File: src/rtl/i2c_rf_pkg.sv
package i2c_rf_pkg;
  typedef enum logic [3:0] {
    ST_IDLE, ST_DEV, ST_DEV_ACK, ST_REG, ST_REG_ACK,
    ST_WR, ST_WR_ACK, ST_RD, ST_RD_ACK, ST_WAIT
  } rf_state_e;
endpackage

File: src/rtl/i2c_rf_sync.sv
module i2c_rf_sync #(
  parameter int STAGES = 2
) (
  input  logic clk_i,
  input  logic rst_ni,
  input  logic scl_i,
  input  logic sda_i,
  output logic sda_o,
  output logic scl_rise_o,
  output logic scl_fall_o,
  output logic start_o,
  output logic stop_o
);
  // bit 1 = scl, bit 0 = sda
  logic [1:0] sync_q [STAGES];
  logic [1:0] prev_q, cur;

  always_ff @(posedge clk_i or negedge rst_ni) begin
    if (!rst_ni) begin
      for (int i = 0; i < STAGES; i++) sync_q[i] <= 2'b11;
      prev_q <= 2'b11;
    end else begin
      sync_q[0] <= {scl_i, sda_i};
      for (int i = 1; i < STAGES; i++) sync_q[i] <= sync_q[i-1];
      prev_q <= sync_q[STAGES-1];
    end
  end

  assign cur        = sync_q[STAGES-1];
  assign sda_o      = cur[0];
  assign scl_rise_o = cur[1] & ~prev_q[1];
  assign scl_fall_o = ~cur[1] & prev_q[1];
  assign start_o    = cur[1] & prev_q[1] & prev_q[0] & ~cur[0];
  assign stop_o     = cur[1] & prev_q[1] & ~prev_q[0] & cur[0];
endmodule

File: src/rtl/i2c_rf_regs.sv
module i2c_rf_regs #(
  parameter int NREG = 8,
  parameter int DW   = 8,
  parameter int AW   = 3
) (
  input  logic          clk_i,
  input  logic          rst_ni,
  input  logic          ptr_ld_i,
  input  logic [AW-1:0] ptr_val_i,
  input  logic          wr_en_i,
  input  logic [DW-1:0] wdata_i,
  input  logic          inc_i,
  output logic [AW-1:0] ptr_o,
  output logic [DW-1:0] rdata_o
);
  logic [DW-1:0] mem_q [NREG];
  logic [AW-1:0] ptr_q, ptr_nxt;

  generate
    if ((1 << AW) == NREG) begin : g_pow2
      assign ptr_nxt = ptr_q + AW'(1);
    end else begin : g_cmp
      assign ptr_nxt = (ptr_q == AW'(NREG-1)) ? '0 : ptr_q + AW'(1);
    end
  endgenerate

  always_ff @(posedge clk_i or negedge rst_ni) begin
    if (!rst_ni) begin
      ptr_q <= '0;
      for (int i = 0; i < NREG; i++) mem_q[i] <= '0;
    end else begin
      if (ptr_ld_i)   ptr_q <= ptr_val_i;
      else if (inc_i) ptr_q <= ptr_nxt;
      if (wr_en_i) mem_q[ptr_q] <= wdata_i;
    end
  end

  assign ptr_o   = ptr_q;
  assign rdata_o = mem_q[ptr_q];
endmodule

File: src/rtl/i2c_rf_fsm.sv
module i2c_rf_fsm
  import i2c_rf_pkg::*;
#(
  parameter logic [6:0] DEV_ID  = 7'h44,
  parameter int         DW      = 8,
  parameter int         AW      = 3,
  parameter int         WR_HOLD = 4
) (
  input  logic          clk_i,
  input  logic          rst_ni,
  input  logic          sda_i,
  input  logic          scl_rise_i,
  input  logic          scl_fall_i,
  input  logic          start_i,
  input  logic          stop_i,
  input  logic [DW-1:0] rdata_i,
  output logic          sda_oe_o,
  output logic          ptr_ld_o,
  output logic [AW-1:0] ptr_val_o,
  output logic          wr_en_o,
  output logic [DW-1:0] wdata_o,
  output logic          inc_o,
  output rf_state_e     state_o,
  output logic          busy_o
);
  localparam int CW = $clog2(DW + 1);
  localparam int BW = $clog2(WR_HOLD + 1);

  rf_state_e     st_q;
  logic [CW-1:0] cnt_q;
  logic [DW-1:0] sr_q, tx_q;
  logic          oe_q, rw_q, nack_q, wr_seen_q;
  logic [BW-1:0] busy_q;
  logic          byte_end, live;

  assign byte_end  = scl_fall_i && (cnt_q == CW'(DW));
  assign live      = (busy_q == '0) && !start_i && !stop_i;
  assign wr_en_o   = live && (st_q == ST_WR) && byte_end;
  assign ptr_ld_o  = live && (st_q == ST_REG) && byte_end;
  assign inc_o     = wr_en_o || (live && (st_q == ST_RD) && byte_end);
  assign ptr_val_o = sr_q[AW-1:0];
  assign wdata_o   = sr_q;
  assign sda_oe_o  = oe_q;
  assign state_o   = st_q;
  assign busy_o    = (busy_q != '0);

  always_ff @(posedge clk_i or negedge rst_ni) begin
    if (!rst_ni) begin
      st_q <= ST_IDLE; cnt_q <= '0; sr_q <= '0; tx_q <= '0;
      oe_q <= 1'b0; rw_q <= 1'b0; nack_q <= 1'b0; wr_seen_q <= 1'b0;
      busy_q <= '0;
    end else if (busy_q != '0) begin
      busy_q <= busy_q - BW'(1);
      st_q   <= ST_IDLE;
      oe_q   <= 1'b0;
    end else if (stop_i) begin
      st_q <= ST_IDLE; oe_q <= 1'b0; wr_seen_q <= 1'b0;
      if (wr_seen_q) busy_q <= BW'(WR_HOLD);
    end else if (start_i) begin
      st_q <= ST_DEV; cnt_q <= '0; oe_q <= 1'b0; wr_seen_q <= 1'b0;
    end else begin
      unique case (st_q)
        ST_DEV, ST_REG, ST_WR: begin
          if (scl_rise_i) begin
            sr_q  <= {sr_q[DW-2:0], sda_i};
            cnt_q <= cnt_q + CW'(1);
          end else if (byte_end) begin
            if (st_q == ST_DEV) begin
              if (sr_q[DW-1:1] == DEV_ID) begin
                rw_q <= sr_q[0]; oe_q <= 1'b1; st_q <= ST_DEV_ACK;
              end else begin
                st_q <= ST_WAIT;
              end
            end else if (st_q == ST_REG) begin
              oe_q <= 1'b1; st_q <= ST_REG_ACK;
            end else begin
              oe_q <= 1'b1; st_q <= ST_WR_ACK; wr_seen_q <= 1'b1;
            end
          end
        end
        ST_DEV_ACK: if (scl_fall_i) begin
          cnt_q <= '0;
          if (rw_q) begin
            st_q <= ST_RD; tx_q <= rdata_i; oe_q <= ~rdata_i[DW-1];
          end else begin
            st_q <= ST_REG; oe_q <= 1'b0;
          end
        end
        ST_REG_ACK, ST_WR_ACK: if (scl_fall_i) begin
          cnt_q <= '0; oe_q <= 1'b0; st_q <= ST_WR;
        end
        ST_RD: begin
          if (scl_rise_i) begin
            cnt_q <= cnt_q + CW'(1);
          end else if (byte_end) begin
            oe_q <= 1'b0; st_q <= ST_RD_ACK;
          end else if (scl_fall_i) begin
            oe_q <= ~tx_q[DW-2];
            tx_q <= {tx_q[DW-2:0], 1'b0};
          end
        end
        ST_RD_ACK: begin
          if (scl_rise_i) begin
            nack_q <= sda_i;
          end else if (scl_fall_i) begin
            cnt_q <= '0;
            if (nack_q) begin
              st_q <= ST_WAIT; oe_q <= 1'b0;
            end else begin
              st_q <= ST_RD; tx_q <= rdata_i; oe_q <= ~rdata_i[DW-1];
            end
          end
        end
        default: ;
      endcase
    end
  end
endmodule

File: src/rtl/i2c_regfile_slave.sv
module i2c_regfile_slave
  import i2c_rf_pkg::*;
#(
  parameter logic [6:0] DEV_ID      = 7'h44,
  parameter int         NREG        = 8,
  parameter int         DW          = 8,
  parameter int         WR_HOLD     = 4,
  parameter int         SYNC_STAGES = 2
) (
  input  logic clk_i,
  input  logic rst_ni,
  input  logic scl_i,
  input  logic sda_i,
  output logic sda_oe_o
);
  localparam int AW = (NREG > 1) ? $clog2(NREG) : 1;

  logic          sda_s, scl_rise_w, scl_fall_w, start_w, stop_w;
  logic          ptr_ld_w, wr_en_w, inc_w, busy_w;
  logic [AW-1:0] ptr_val_w, ptr_w;
  logic [DW-1:0] wdata_w, rdata_w;
  rf_state_e     state_w;

  i2c_rf_sync #(.STAGES(SYNC_STAGES)) u_sync (
    .clk_i, .rst_ni, .scl_i, .sda_i,
    .sda_o(sda_s), .scl_rise_o(scl_rise_w), .scl_fall_o(scl_fall_w),
    .start_o(start_w), .stop_o(stop_w)
  );

  i2c_rf_fsm #(.DEV_ID(DEV_ID), .DW(DW), .AW(AW), .WR_HOLD(WR_HOLD)) u_fsm (
    .clk_i, .rst_ni, .sda_i(sda_s), .scl_rise_i(scl_rise_w), .scl_fall_i(scl_fall_w),
    .start_i(start_w), .stop_i(stop_w), .rdata_i(rdata_w), .sda_oe_o,
    .ptr_ld_o(ptr_ld_w), .ptr_val_o(ptr_val_w), .wr_en_o(wr_en_w), .wdata_o(wdata_w),
    .inc_o(inc_w), .state_o(state_w), .busy_o(busy_w)
  );

  i2c_rf_regs #(.NREG(NREG), .DW(DW), .AW(AW)) u_regs (
    .clk_i, .rst_ni, .ptr_ld_i(ptr_ld_w), .ptr_val_i(ptr_val_w), .wr_en_i(wr_en_w),
    .wdata_i(wdata_w), .inc_i(inc_w), .ptr_o(ptr_w), .rdata_o(rdata_w)
  );
endmodule

File: config.mk
export PLATFORM = sky130hd
export DESIGN_NAME = i2c_regfile_slave
export DESIGN_NICKNAME = d
export VERILOG_FILES = /design/src/rtl/i2c_rf_pkg.sv /design/src/rtl/i2c_rf_sync.sv /design/src/rtl/i2c_rf_regs.sv /design/src/rtl/i2c_rf_fsm.sv /design/src/rtl/i2c_regfile_slave.sv
export SDC_FILE = /design/constraint.sdc
export NUM_CORES = 1
export LEC_CHECK = 0
export BUFFER_PORTS_ARGS = -buffer_cell sky130_fd_sc_hd__clkbuf_2
export CAP_MARGIN = 20
export CORE_MARGIN = 1.5
export CORE_UTILIZATION = 65
export DETAILED_ROUTE_END_ITERATION = 6
export GPL_ROUTABILITY_DRIVEN = 0
export GPL_TIMING_DRIVEN = 0
export MAX_ROUTING_LAYER = met4
export PLACE_DENSITY = 0.82
export SLEW_MARGIN = 30
export SYNTH_ARGS = -nofsm -noshare
export SYNTH_HDL_FRONTEND = slang
export SYNTH_SLANG_ARGS = --single-unit
File: constraint.sdc
create_clock -name clk_i -period 6.72 [get_ports clk_i]
set_input_delay 0.672 -clock clk_i [delete_from_list [all_inputs] [get_ports clk_i]]
set_output_delay 0.672 -clock clk_i [all_outputs]
set_load 0.02 [all_outputs]
After elaboration in Yosys (flattened, before gate mapping)
Cells that the tools add are included. Widths: inputs -> output; s select.

Logic and storage cells: 179. Bits in registers: 103.

Eq/ne operators: 33. Bitwise operators: 18. Muxes and demuxes: 66. $add $sub $neg: 3. Order comparisons: 2. Reductions and logical operators: 36.

Operator list (number): $mux 4 (18); $bwmux 64 (1); $mux 7 (8); $ne 5x2->1 const B (5); $bmux 8 s3 (1); $demux 8 s3 (1); $mux 8 (3); $mux 1 (23); $pmux 7 s3 (1); $pmux 4 s5 (1); $mux 3 (6); $eq 4x3->1 const B (4); $ne 5x3->1 const B (3); $reduce_and 5->1 (3); $ne 3x1->1 const B (4); $pmux 4 s3 (1); $reduce_and 12->1 (1); $reduce_bool 3->1 (4); $logic_and 1x1->1 (10); $not 1->1 (10); $reduce_and 10->1 (1); $reduce_and 9->1 (1); $eq 4x2->1 const B (2); $eq 4x4->1 const B (2); other kinds (28) (44).

Depth between registers and ports, before layout
Depth in word-level cells: 12. Gate-level depth with buffers: 9.

Cells and area by module
From an unflattened synthesis, not the netlist that was laid out.

Cell total of the unflattened synthesis: 409. Area total of the unflattened synthesis: 5265.0 µm².

Modules (own cells, without submodules): i2c_rf_regs (seq. area each 1676.6 µm², area each 3281.9 µm², cells an instance 228, times used 1); i2c_rf_fsm (seq. area each 750.7 µm², area each 1793.0 µm², cells an instance 171, times used 1); i2c_rf_sync (seq. area each 157.7 µm², area each 190.2 µm², cells an instance 10, times used 1).

Least setup slack after synthesis
No wires, ideal clock.

Kind: reg2reg. From: reg u_sync.prev_q[1]. To: reg u_regs.mem_q[48] (netlist name). Path slack: 4398 ps. Data arrival time: 2197 ps. Buffers on the path: 2. Library setup time: 125 ps. Required time: 6595 ps. Clock period less this slack: 2322 ps. Cell stages (with the launch flop): 8. Cell sequence: dfstp_2 nor2b_1 clkbuf_2 nand4_2 or4_1 buf_2 nor3b_4 mux2_2.

Longest elaborated chain between the ends: 8. Elaborated cells between the ends (all ways): 13.

RTL lines: start, declared (line i2c_rf_sync.sv:16) `logic [1:0] prev_q, cur;`; start signal, assigned (line i2c_rf_sync.sv:25) `prev_q <= sync_q[STAGES-1];`; $and 1x1->1 (line i2c_rf_sync.sv:33, i2c_rf_sync.sv:34); $and 1x1->1 (2 in a row) (line i2c_rf_sync.sv:33) `assign start_o = cur[1] & prev_q[1] & prev_q[0] & ~cur[0];`; $logic_not 1->1 (line i2c_rf_fsm.sv:37) `assign live = (busy_q == '0) && !start_i && !stop_i;`; $logic_and 1x1->1 (2 in a row) (line i2c_rf_fsm.sv:37); $logic_and 1x1->1 (line i2c_rf_fsm.sv:38) `assign wr_en_o = live && (st_q == ST_WR) && byte_end;`; $logic_and 1x1->1 (*) (line i2c_rf_fsm.sv:38); end signal, assigned by index (line i2c_rf_regs.sv:34) `if (wr_en_i) mem_q[ptr_q] <= wdata_i;`; end, declared (line i2c_rf_regs.sv:16) `logic [DW-1:0] mem_q [NREG];`.

Every way passes the cells marked *; elsewhere a longest branch is shown, timed or not. A chain may end at the register's enable or synchronous reset.

Final worst setup path
From: reg u_fsm.st_q[3], in the netlist u_fsm.state_o[3]. To: reg u_regs.mem_q[17] (netlist name).

Longest elaborated chain between the ends: 3.

RTL lines: start, declared (line i2c_rf_fsm.sv:29) `rf_state_e st_q;`; start signal, assigned (line i2c_rf_fsm.sv:49) `st_q <= ST_IDLE; cnt_q <= '0; sr_q <= '0; tx_q <= '0;`; start signal, assigned (line i2c_rf_fsm.sv:54) `st_q <= ST_IDLE;`; start signal, assigned (line i2c_rf_fsm.sv:57) `st_q <= ST_IDLE; oe_q <= 1'b0; wr_seen_q <= 1'b0;`; $eq 4x3->1 (line i2c_rf_fsm.sv:38); $logic_and 1x1->1 (2 in a row) (line i2c_rf_fsm.sv:38).

Every way passes these cells.

==> out/metrics.yaml <==
run_status:
  outcome: "finished clean"
route:
  ant_nets: 0
  firstDrtPassIters: 5
  viasPerCell: 6.35
  vias: 3418
  initialDrtViolationCount: 230
  routed_wl_um: 10700
  drcViolationCount: 0
  wire_per_inst_um: 19.8
grt:
  grt_pass1_vias: 3486
  use_met2_pct: 44.9
  antenna_found_initial: 0
  grt_pass1_wl_um: 17700
  use_met3_pct: 7.12
  grt.busiest_layer: "met2"
  grt_max_degree: 55
  grt_usage_pct: 28.8
  grtUsageMet1_pct: 36.0
  overflow: 0
sta:
  clock.fmax_mhz: 362
  setup_tns_ns: 0
  drv_slew: 0
  fin_worst_skew_ns: 0.0105
  min_period_ns: 2.76
  hold_ws_ns: 0.223
  worst_slack_ns: 3.96
  hold_violations: 0
  tightestPinTransition_ns: 0.776
  setup_viol: 0
  period_share_pct: 41.1
  relSlewSlack_pct: 48.2
  grt_setup_unrepaired: "false"
synth:
  synth_edf_count: 0
  netlist_area_sq_um: 5080
  synth_commonest_cells: "97 x dfrtp_1, 79 x mux2_2, 25 x nand2_1, 22 x nor2_1, 21 x clkbuf_1"
  yosysSeqAreaShare_pct: 50.9
  yosys_warnings: 0
  synth.largest_area_cell: "dfrtp_1"
  synth_top_area_share_pct: 47.8
  ys_types: 59
  synth.area.top_cells: "dfrtp_1 48%, mux2_2 18%, mux4_2 5.3%, dfstp_2 3.1%, mux2i_1 2.6%"
  async_flop_share_pct: 100
  synth_ff_type: "dfrtp_1"
  avgSynthCellArea_sq_um: 12.2
  synth_nets: 422
  ys_seq_elements: 103
  yosys.cell_count.top_type: "dfrtp_1"
  syn_inst: 415
floorplanning:
  fp.coreArea_sq_um: 7650
  start_util_pct: 66.4
  fp.dieW_um: 91.4
  io_pins: 5
  die_area_sq_um: 8360
  die-height_um: 91.4
  num_rows: 32
cts:
  cts_root_buf: "clkbuf_8"
  clk_pin_slew_ns: 0.10
  post_cts_resize_count: 0
  clockBufferDepth: 2
  cts_tree: "built"
  clock-sinks: 103
  cts_setup_buffers: 0
  cts_max_level: 3
  numCtsBuffers: 9
  clock_latency_ns: 0.37
  cts_hold_buf: 0
finish:
  final_layout_size_suffix_gt1_share_pct: 30.5
  fin_nets: 438
  fin_cells: 538
  syn_to_final_growth_pct: 7.95
  diodes: 0
  fin_util_pct: 71.7
pwr:
  p_per_area_nw_per_um2: 232
  p_leak_nw: 2.50
  vdd_drop_max_v: 0.000170
setup_path:
  crit_fanout: 9
  crit_type: "flip-flop to flip-flop"
  worst_setup_path_start_kind: "flip-flop"
  endpoint_kind: "flip-flop"
  critPathMaxStageDelay_ns: 0.54
  critical-path-slowest-cell: "nor2_2"
  worstPathRequired_ns: 6.98
  cp_cell_sequence: "clkbuf_1 > nor2b_1 > nand4_2 > or4_1 > buf_2 > nor2_2 > mux2_2"
  crit_arrival_ns: 3.02
placed_design:
  port_buffers: 4
  dpl.cell_count: 522
  dp_hpwl_um: 7260
  place_ws_ns: 4.02
hold_path:
  hold_class: "input port to asynchronous set/reset pin"
job:
  maxCapViolations: 0
[final timing paths]
path                                       start                to  slack (ns)  cells past startpoint
worst min register to register  u_sync.sync_q[3]     u_sync.cur[1]        0.36                      0
worst max register to register  u_fsm.state_o[3]  u_regs.mem_q[17]        3.96                      7
min in group clk_i              u_sync.sync_q[3]     u_sync.cur[1]        0.36                      0
worst min-delay path                      rst_ni    u_fsm.cnt_q[3]        0.22                      1
worst max-delay path            u_fsm.state_o[3]  u_regs.mem_q[17]        3.96                      7
max in group asynchronous                 rst_ni     u_sync.cur[0]        5.86                      2
[layout make-up]
cell class	count	area [sq um]
clock buffers	10	128
plain buffers	28	111
repair buffers	5	56.3
fillers	508	2160
multi-input cells	279	2370
inverters	5	18.8
flip-flops and latches	103	2580
well taps	102	128
clock inverters	6	92.6
[registers in the layout (all words and copies together) (netlist names)]
name	cells
u_fsm.busy_q	3
u_sync.sync_q	2
u_fsm.state_o	4
u_fsm.rw_q	1
u_sync.prev_q	2
u_fsm.nack_q	1
u_fsm.wdata_o	8
u_sync.cur	2
u_fsm.wr_seen_q	1
u_fsm.cnt_q	4
u_fsm.tx_q	7
u_fsm.sda_oe_o	1
u_regs.ptr_o	3
u_regs.mem_q	64
[stage by stage]
step	total power, W	cell area (sq um)
after global routing	0.00133	5490
after CTS	0.00128	5490
after global placement	0.000844	5230
final	0.00128	5490
after floorplan	0.000794	5080
after detailed placement	0.000855	5270
[cell families (layout without fill, tap and decap cells)]
logic type	after synthesis	after routing	synth area share, %
XOR/XNOR	2	2	0.345
AO/OA/AOI/OAI	64	64	8.18
buffers and inverters	33	54	2.56
adder cells (fa/ha/maj)	3	3	0.739
multiplexers	104	104	25.4
flip-flops	103	103	50.9
AND/OR/NAND/NOR	106	106	11.9
[report_power, final]
| group | internal, W | switching [W] |
|---|---|---|
| logic | 0.0000613 | 0.000119 |
| registers | 0.000643 | 0.0000197 |
| clock network | 0.000213 | 0.000220 |
| total | 0.000917 | 0.000358 |
[worst max-delay path: cells and delay by family, from the launching register on]
kind                   cells  cell delay [ns]
buffers and inverters      2             0.37
DFF                        1             0.37
muxes                      1             0.41
and+or+nand+nor            4             1.52
[cell usage in the layout, fill, tap and decap left out, drive strengths merged, types with 2 or more instances in the layout]
cell type / count
dfrtp: 97
mux2: 79
clkbuf: 36
nand2: 25
nor2: 23
a21oi: 20
o21ai: 13
mux2i: 13
mux4: 12
nor3: 10
nand3: 9
nor2b: 8
nand2b: 7
inv: 7
buf: 7
dfstp: 6
nor3b: 5
o211ai: 4
a211oi: 3
a221o: 3
ha: 3
o31ai: 2
or2: 2
a211o: 2
a22oi: 2
o22ai: 2
a22o: 2
nor4bb: 2
o21bai: 2
nand3b: 2
clkinvlp: 2
bufinv: 2
nor4b: 2
nand4: 2
[routing by layer]
layer  part of all wire (%)  routed length [um]
met1                     41                4340
met2                     49                5230
met3                    6.8                 730
met4                    3.5                 374
met5                      0                   0
Power figures use the tool's default switching activity.
